===== src/rtl/rtc_alarm_pkg.sv =====
package rtc_alarm_pkg;

    localparam int BYTE_W    = 8;
    localparam int ADDR_W    = 4;
    localparam int NUM_ALRM  = 2;
    localparam int RATE_W    = 2;
    localparam int NUM_RATES = 1 << RATE_W;

    typedef enum logic [ADDR_W-1:0] {
        OFS_A1_SEC = 4'd0,
        OFS_A1_MIN = 4'd1,
        OFS_A1_HR  = 4'd2,
        OFS_A1_DAY = 4'd3,
        OFS_A2_MIN = 4'd4,
        OFS_A2_HR  = 4'd5,
        OFS_A2_DAY = 4'd6,
        OFS_CTRL   = 4'd7,
        OFS_STAT   = 4'd8
    } reg_ofs_e;

    typedef struct packed {
        logic [BYTE_W-1:0] sec;
        logic [BYTE_W-1:0] min;
        logic [BYTE_W-1:0] hour;
        logic [BYTE_W-1:0] day;
    } alarm_t;

    typedef struct packed {
        logic              osc_off;
        logic [RATE_W-1:0] rate;
        logic              split;
        logic              a2_en;
        logic              a1_en;
    } ctrl_t;

    typedef struct packed {
        alarm_t                a1;
        alarm_t                a2;
        ctrl_t                 ctrl;
        logic                  osf;
        logic [NUM_ALRM-1:0]   flg;
    } state_t;

    localparam ctrl_t CTRL_RST = '{osc_off: 1'b0, rate: '1, split: 1'b0,
                                   a2_en: 1'b0, a1_en: 1'b0};

endpackage


===== src/rtl/rtc_alarm_cmp.sv =====
module rtc_alarm_cmp
    import rtc_alarm_pkg::*;
(
    input  alarm_t     cfg,
    input  logic [6:0] t_sec,
    input  logic [6:0] t_min,
    input  logic [6:0] t_hour,
    input  logic [5:0] t_wday,
    input  logic [5:0] t_mday,
    output logic       hit
);
    logic [5:0] day_ref;
    logic [3:0] fld_ok;

    always_comb begin
        // bit 6 of the day register chooses weekday versus month day
        day_ref   = cfg.day[6] ? t_wday : t_mday;
        fld_ok[0] = cfg.sec[7]  | (cfg.sec[6:0]  == t_sec);
        fld_ok[1] = cfg.min[7]  | (cfg.min[6:0]  == t_min);
        fld_ok[2] = cfg.hour[7] | (cfg.hour[6:0] == t_hour);
        fld_ok[3] = cfg.day[7]  | (cfg.day[5:0]  == day_ref);
        hit       = &fld_ok;
    end
endmodule


===== src/rtl/rtc_sqw_sel.sv =====
module rtc_sqw_sel #(
    parameter  int NUM_RATES = 4,
    localparam int SEL_W     = $clog2(NUM_RATES)
) (
    input  logic [NUM_RATES-1:0] taps,
    input  logic [SEL_W-1:0]     sel,
    output logic                 wave
);
    always_comb begin
        wave = taps[sel];
    end
endmodule


===== src/rtl/rtc_irq_route.sv =====
module rtc_irq_route (
    input  logic [1:0] flg,
    input  logic [1:0] en,
    input  logic       split,
    input  logic       wave,
    output logic       int_a_n,
    output logic       int_b_n
);
    logic [1:0] active;

    always_comb begin
        active  = flg & en;
        int_a_n = ~(active[0] | (active[1] & ~split));
        int_b_n = split ? ~active[1] : wave;
    end
endmodule


===== src/rtl/rtc_alarm_irq.sv =====
module rtc_alarm_irq
    import rtc_alarm_pkg::*;
(
    input  logic                 clk,
    input  logic                 rst_n,
    input  logic                 tick_1s,
    input  logic [6:0]           cur_sec,
    input  logic [6:0]           cur_min,
    input  logic [6:0]           cur_hour,
    input  logic [5:0]           cur_wday,
    input  logic [5:0]           cur_mday,
    input  logic [NUM_RATES-1:0] div_taps,
    input  logic                 osc_fail,
    input  logic                 reg_we,
    input  logic [ADDR_W-1:0]    reg_addr,
    input  logic [BYTE_W-1:0]    reg_wdata,
    output logic                 int_a_n,
    output logic                 sqw_int_b_n,
    output logic [NUM_ALRM-1:0]  alarm_flags,
    output logic                 osc_stop_flag,
    output logic                 osc_off
);
    state_t               st_d, st_q;
    alarm_t               al_cfg [NUM_ALRM];
    logic [NUM_ALRM-1:0]  hit;
    logic [NUM_ALRM-1:0]  keep;
    logic                 osf_keep;
    logic                 wave;
    logic [4:0]           ctrl_lo;

    assign al_cfg[0] = st_q.a1;
    // second alarm seconds register is never written: value 00 with mask 0
    assign al_cfg[1] = st_q.a2;

    for (genvar i = 0; i < NUM_ALRM; i++) begin : g_cmp
        rtc_alarm_cmp u_cmp (
            .cfg    (al_cfg[i]),
            .t_sec  (cur_sec),
            .t_min  (cur_min),
            .t_hour (cur_hour),
            .t_wday (cur_wday),
            .t_mday (cur_mday),
            .hit    (hit[i])
        );
    end

    always_comb begin
        st_d     = st_q;
        keep     = '1;
        osf_keep = 1'b1;
        if (reg_we) begin
            case (reg_ofs_e'(reg_addr))
                OFS_A1_SEC: st_d.a1.sec  = reg_wdata;
                OFS_A1_MIN: st_d.a1.min  = reg_wdata;
                OFS_A1_HR:  st_d.a1.hour = reg_wdata;
                OFS_A1_DAY: st_d.a1.day  = reg_wdata;
                OFS_A2_MIN: st_d.a2.min  = reg_wdata;
                OFS_A2_HR:  st_d.a2.hour = reg_wdata;
                OFS_A2_DAY: st_d.a2.day  = reg_wdata;
                OFS_CTRL: st_d.ctrl = '{osc_off: reg_wdata[7],
                                        rate:    reg_wdata[4:3],
                                        split:   reg_wdata[2],
                                        a2_en:   reg_wdata[1],
                                        a1_en:   reg_wdata[0]};
                OFS_STAT: begin
                    keep     = reg_wdata[NUM_ALRM-1:0];
                    osf_keep = reg_wdata[7];
                end
                default: ;
            endcase
        end
        // a match in the same cycle wins over a clearing write
        st_d.flg = (st_q.flg & keep) | (tick_1s ? hit : '0);
        st_d.osf = (st_q.osf & osf_keep) | osc_fail;
    end

    always_ff @(posedge clk or negedge rst_n) begin
        if (!rst_n) begin
            st_q      <= '0;
            st_q.ctrl <= CTRL_RST;
            st_q.osf  <= 1'b1;
        end else begin
            st_q <= st_d;
        end
    end

    rtc_sqw_sel #(.NUM_RATES(NUM_RATES)) u_sqw (
        .taps (div_taps),
        .sel  (st_q.ctrl.rate),
        .wave (wave)
    );

    rtc_irq_route u_route (
        .flg     (st_q.flg),
        .en      ({st_q.ctrl.a2_en, st_q.ctrl.a1_en}),
        .split   (st_q.ctrl.split),
        .wave    (wave),
        .int_a_n (int_a_n),
        .int_b_n (sqw_int_b_n)
    );

    assign ctrl_lo       = {st_q.ctrl.rate, st_q.ctrl.split, st_q.ctrl.a2_en, st_q.ctrl.a1_en};
    assign alarm_flags   = st_q.flg;
    assign osc_stop_flag = st_q.osf;
    assign osc_off       = st_q.ctrl.osc_off;
endmodule


===== config.mk =====
export PLATFORM = sky130hd
export DESIGN_NAME = rtc_alarm_irq
export DESIGN_NICKNAME = d
export VERILOG_FILES = /design/src/rtl/rtc_alarm_pkg.sv /design/src/rtl/rtc_alarm_cmp.sv /design/src/rtl/rtc_sqw_sel.sv /design/src/rtl/rtc_irq_route.sv /design/src/rtl/rtc_alarm_irq.sv
export SDC_FILE = /design/constraint.sdc
export NUM_CORES = 1
export LEC_CHECK = 0
export ABC_AREA = 0
export BUFFER_PORTS_ARGS = -buffer_cell sky130_fd_sc_hd__clkbuf_2
export CAP_MARGIN = 40
export CORE_MARGIN = 10
export CORE_UTILIZATION = 40
export CTS_CLUSTER_SIZE = 10
export DETAILED_ROUTE_END_ITERATION = 16
export PLACE_DENSITY = 0.56
export SLEW_MARGIN = 40
export SYNTH_ARGS = -nofsm -noshare
export SYNTH_HDL_FRONTEND = slang
export SYNTH_HIERARCHICAL = 1
export SYNTH_SLANG_ARGS = --single-unit

===== constraint.sdc =====
create_clock -name clk -period 1.8 [get_ports clk]
set_input_delay 0.27 -clock clk [delete_from_list [all_inputs] [get_ports clk]]
set_output_delay 0.27 -clock clk [all_outputs]
set_load 0.02 [all_outputs]

==> summary.md <==
| Metric | Value |
|---|---|
| Status | `finished, violations left` |
| Violated checks | `setup timing` |
| Tightest slew margin relative to the limit | `~66%` |
| Number of antenna diodes | `0` |
| Share of the synthesized area in the top cell type | `~46%` |
| Standard-cell row count | `33` |
| Largest driver fanout on the critical path | `2` |
| Placed instance count | `419` |
| Met3 layer usage reported by global route | `4.724%` |
| Leading cell type by number of instances after synthesis | `dfrtp_1` |
| Number of buffers inserted during clock tree synthesis | `9` |
| Die boundary height | `111.5 µm` |
| Antenna violations before repair | `0` |
| Die W | `111.5 µm` |
| Required time of the critical path | `1530 ps` |
| Post-detailed-route via-to-cell ratio | `5.034` |
| Number of cells traversed by the worst register-to-register path | `7` |
| Yosys cell types | `28` |
| TritonCTS clock tree | `done` |
| Minimum period implied by the final worst setup slack | `1946 ps` |
| Compound-gate portion of the synthesized area | `under 10%` |
| Area taken by flip-flops and latches | `1633 µm²` |
| Total via count after detailed routing | `2205` |
| Endpoint type of the worst setup path | `output pin` |
| Met1 capacity usage during global routing | `15.29%` |
| Net count of the finished layout | `382` |
| Met2 Usage GRT | `between 20% and 30%` |
| Largest cells by area after synthesis | `dfrtp_1 46%, mux2_2 18%, xnor2_1 7.8%` |
| Post-synthesis share of cell area spent on xor and xnor gates | `about 14%` |
| Reported max-cap violation count | `0` |
| Peak Freq | `just over 500 MHz` |
| First-pass GRT wire length | `~13 mm` |
| Port Buffers | `between 50 and 60` |
| Maximum number of pins on one net before global-route repair | `66` |
| Clock sinks | `65` |
| Period utilisation layout | `108.1%` |
| Cell count after synthesis | `245` |
| Final core utilization | `49.94%` |
| Crit path setup slack, layout | `-145.7 ps` |
| Maximum vdd drop | `0.6695 mV` |
| Number of global-route vias before repair | `between 2000 and 2500` |
| Internal reg-to-reg setup slack | `170 ps` |
| Switching component of the power | `between 1000 and 1500 µW` |
| Number of iterations in the first detailed-routing pass | `4` |
| Filler-free cell count of the finished design | `approximately 440` |
| Combined area of all synthesized cells | `3352 µm²` |
| CP arrival | `1680 ps` |
| Synth warnings | `6` |
| Number of pins with negative max-slew slack in the final report | `0` |
| Internal power | `3129 µW` |
| Mean instance size in the synthesized netlist | `13.68 µm²` |
| Part of the total power dissipated in the clock network | `between 20% and 30%` |
| Effective utilization at floorplan | `41.00%` |
| Total Negative Setup Slacks | `-145.7 ps` |
| Hold path startpoint | `osc_fail` |
| Min-Delay Endpoint | `osc_stop_flag$_DFF_PN1_` |
| Share of total power in combinational logic | `24.7%` |
| Gr busiest metal | `met2` |
| Share of flip-flops with an asynchronous set or reset | `100.0%` |
| Largest family of logic cells by synthesized area | `multiplexers` |
| Post-synthesis share of cell area spent on and, or, nand and nor gates | `7.353%` |
| Clock latency on the worst-skew pair | `330 ps` |
| Fraction of the mapped netlist area in adder cells | `0%` |
| Register share of total power | `47.3%` |
| Violation count after the first detailed-route iteration | `92` |
| Average detailed-routed wire length per instance | `between 15 and 20 µm` |
| Ports placed on the boundary | `60` |
| Switching power as a share of total power | `28.57%` |
| Synthesis-to-layout area growth | `21.80%` |
| Fraction of synthesized area in multiplexers | `25.98%` |
| Power density cells | `1073 nW/µm²` |
| Final-report setup violation count | `1` |
| #FFs+latches synth | `65` |
| Beginning of the worst register-to-register path | `al_cfg[6]$_DFFE_PN0P_` |
| Sequential share of the synthesized area | `48.64%` |
| Clock Root Buffer | `clkbuf_8` |
| Unrepaired setup endpoints after global routing | `yes` |
| Number of enable flip-flop cells after synthesis | `0` |
| Tightest Pin Transition | `514.7 ps` |
| DRC viols | `0` |
| Cell leakage power | `0.001853 µW` |
| Clk pin slew, worst setup/hold paths | `70 ps` |
| Overall track demand over capacity in global routing | `roughly 13%` |
| Hold Vio Cnt, Final | `0` |
| Top flip-flop cell by instance count after synthesis | `dfrtp_1` |
| Count of antenna-violating nets left after detailed routing | `0` |
| Capture instance of the worst register-to-register path | `alarm_flags[1]$_DFF_PN0_` |
| Synth area leader | `dfrtp_1` |
| Total core area | `just over 8000 µm²` |
| Max Buffers Root-to-Sink | `2` |
| Min-Delay Path Depth | `2` |
| Nature of the critical path startpoint | `register` |
| Most used standard cells in the synthesized netlist | `62 x dfrtp_1, 54 x mux2_2, 30 x xnor2_1, 24 x xor2_1, 12 x mux2i_1` |
| Residual overflow from global routing | `0` |
| Fin Clk Skew | `3.744 ps` |
| Max H-tree Level | `3` |
| Path category of the worst min-delay check | `in2reg` |
| Post-DP HPWL | `5.652 mm` |
| Gp weighted congestion | `about 0.73` |
| Fill cell total of the finished layout | `755` |
| Total die area | `12440 µm²` |
| Multi-input logic area | `approximately 1700 µm²` |
| Crit path kind | `reg2out` |
| Fraction of layout cells with a size suffix above 1 | `48.95%` |
| Total detailed-routing wirelength | `7.682 mm` |
sequential cells by signal, summed over array words and instances, names as in the netlist:
| signal | count |
|---|---|
| osc_off | 1 |
| osc_stop_flag | 1 |
| alarm_flags | 2 |
| ctrl_lo | 5 |
| al_cfg | 56 |
layout make-up:
type | instances | area share, %
Timing Repair Buffer | 70 | 9.991
Clock buffer | 11 | 3.463
Tap cell | 105 | 3.218
Sequential cell | 65 | 39.99
Clock inverter | 5 | 1.348
Multi-Input combinational cell | 182 | 41.99
worst max path at each step:
stage,to,cells after the start,slack [ps],from
global route,sqw_int_b_n,4,-240,ctrl_lo[3]$_DFFE_PN1P_
finish,sqw_int_b_n,4,-150,ctrl_lo[3]$_DFFE_PN1P_
floorplan,sqw_int_b_n,3,330,ctrl_lo[3]$_DFFE_PN1P_
global placement,alarm_flags[0]$_DFF_PN0_,7,-40,al_cfg[38]$_DFFE_PN0P_
CTS,sqw_int_b_n,4,-170,ctrl_lo[3]$_DFFE_PN1P_
detailed placement,alarm_flags[0]$_DFF_PN0_,7,-30,al_cfg[38]$_DFFE_PN0P_
cell usage in the layout (no fill, tap or decap), types with 3 or more instances in the layout:
| cell | Yosys | layout |
|---|---|---|
| a31oi_1 | 3 | 3 |
| buf_4 | 0 | 9 |
| clkbuf_2 | 0 | 58 |
| clkbuf_8 | 0 | 10 |
| conb_1 | 1 | 8 |
| dfrtp_1 | 62 | 60 |
| dfstp_2 | 3 | 3 |
| mux2_2 | 54 | 54 |
| mux2_4 | 8 | 8 |
| mux2i_1 | 12 | 11 |
| nand2_1 | 7 | 7 |
| nand3b_2 | 3 | 3 |
| nand4_1 | 4 | 4 |
| nor4_1 | 8 | 7 |
| o41ai_1 | 3 | 3 |
| xnor2_1 | 30 | 30 |
| xor2_1 | 24 | 24 |
worst max-delay path, cell delays in order, from the launching register on:
cell and delay, ps:
dfstp_2 540, mux4_2 490, nor2_1 100, a31oi_1 50
buf_4 170
repair_timing:
action / 4_1_cts / 5_1_grt
hold buffers: 1 / 0
buffers inserted: 0 / 2
hold endpoints to repair: 62 / 0
setup endpoints to repair: 2 / 3
gates resized for setup: 2 / 4
pin swaps: 1 / 0
cell families (layout without fill, tap and decap cells):
family | Yosys count | in the layout
AO/OA/AOI/OAI | 11 | 11
XOR/XNOR | 54 | 54
buffers and inverters | 5 | 86
flip-flops | 65 | 65
multiplexers | 75 | 75
other | 1 | 8
AND/OR/NAND/NOR | 34 | 34
through the flow:
step	hold WS (ps)	setup WS, ps	total power (µW)	instance area [µm²]
6_report	129.4	-145.7	4380	4083
3_5_place_dp	315.1	-26.02	3168	3846
4_1_cts	113.1	-172.3	4420	4056
5_1_grt	123.6	-244.0	4645	4083
3_3_place_gp	321.9	-37.05	3138	3846
2_1_floorplan	-25.59	333.2	2834	3378
layer usage:
metal  up-vias  wire [µm]
li1       1043          -
met1      1109       3448
met2        49       3749
met5         -          0
met3         4        443
met4         0         40
power by group through the flow:
stage          sequential, µW  clock (µW)  combinational (µW)
6_report                 2070        1220                1080
5_1_grt                  2120        1330                1190
4_1_cts                  2080        1270                1070
3_5_place_dp             2110           0                1060
3_3_place_gp             2100           0                1040
2_1_floorplan            2050           0                 784
No activity file was read; power rests on OpenSTA's default activity.
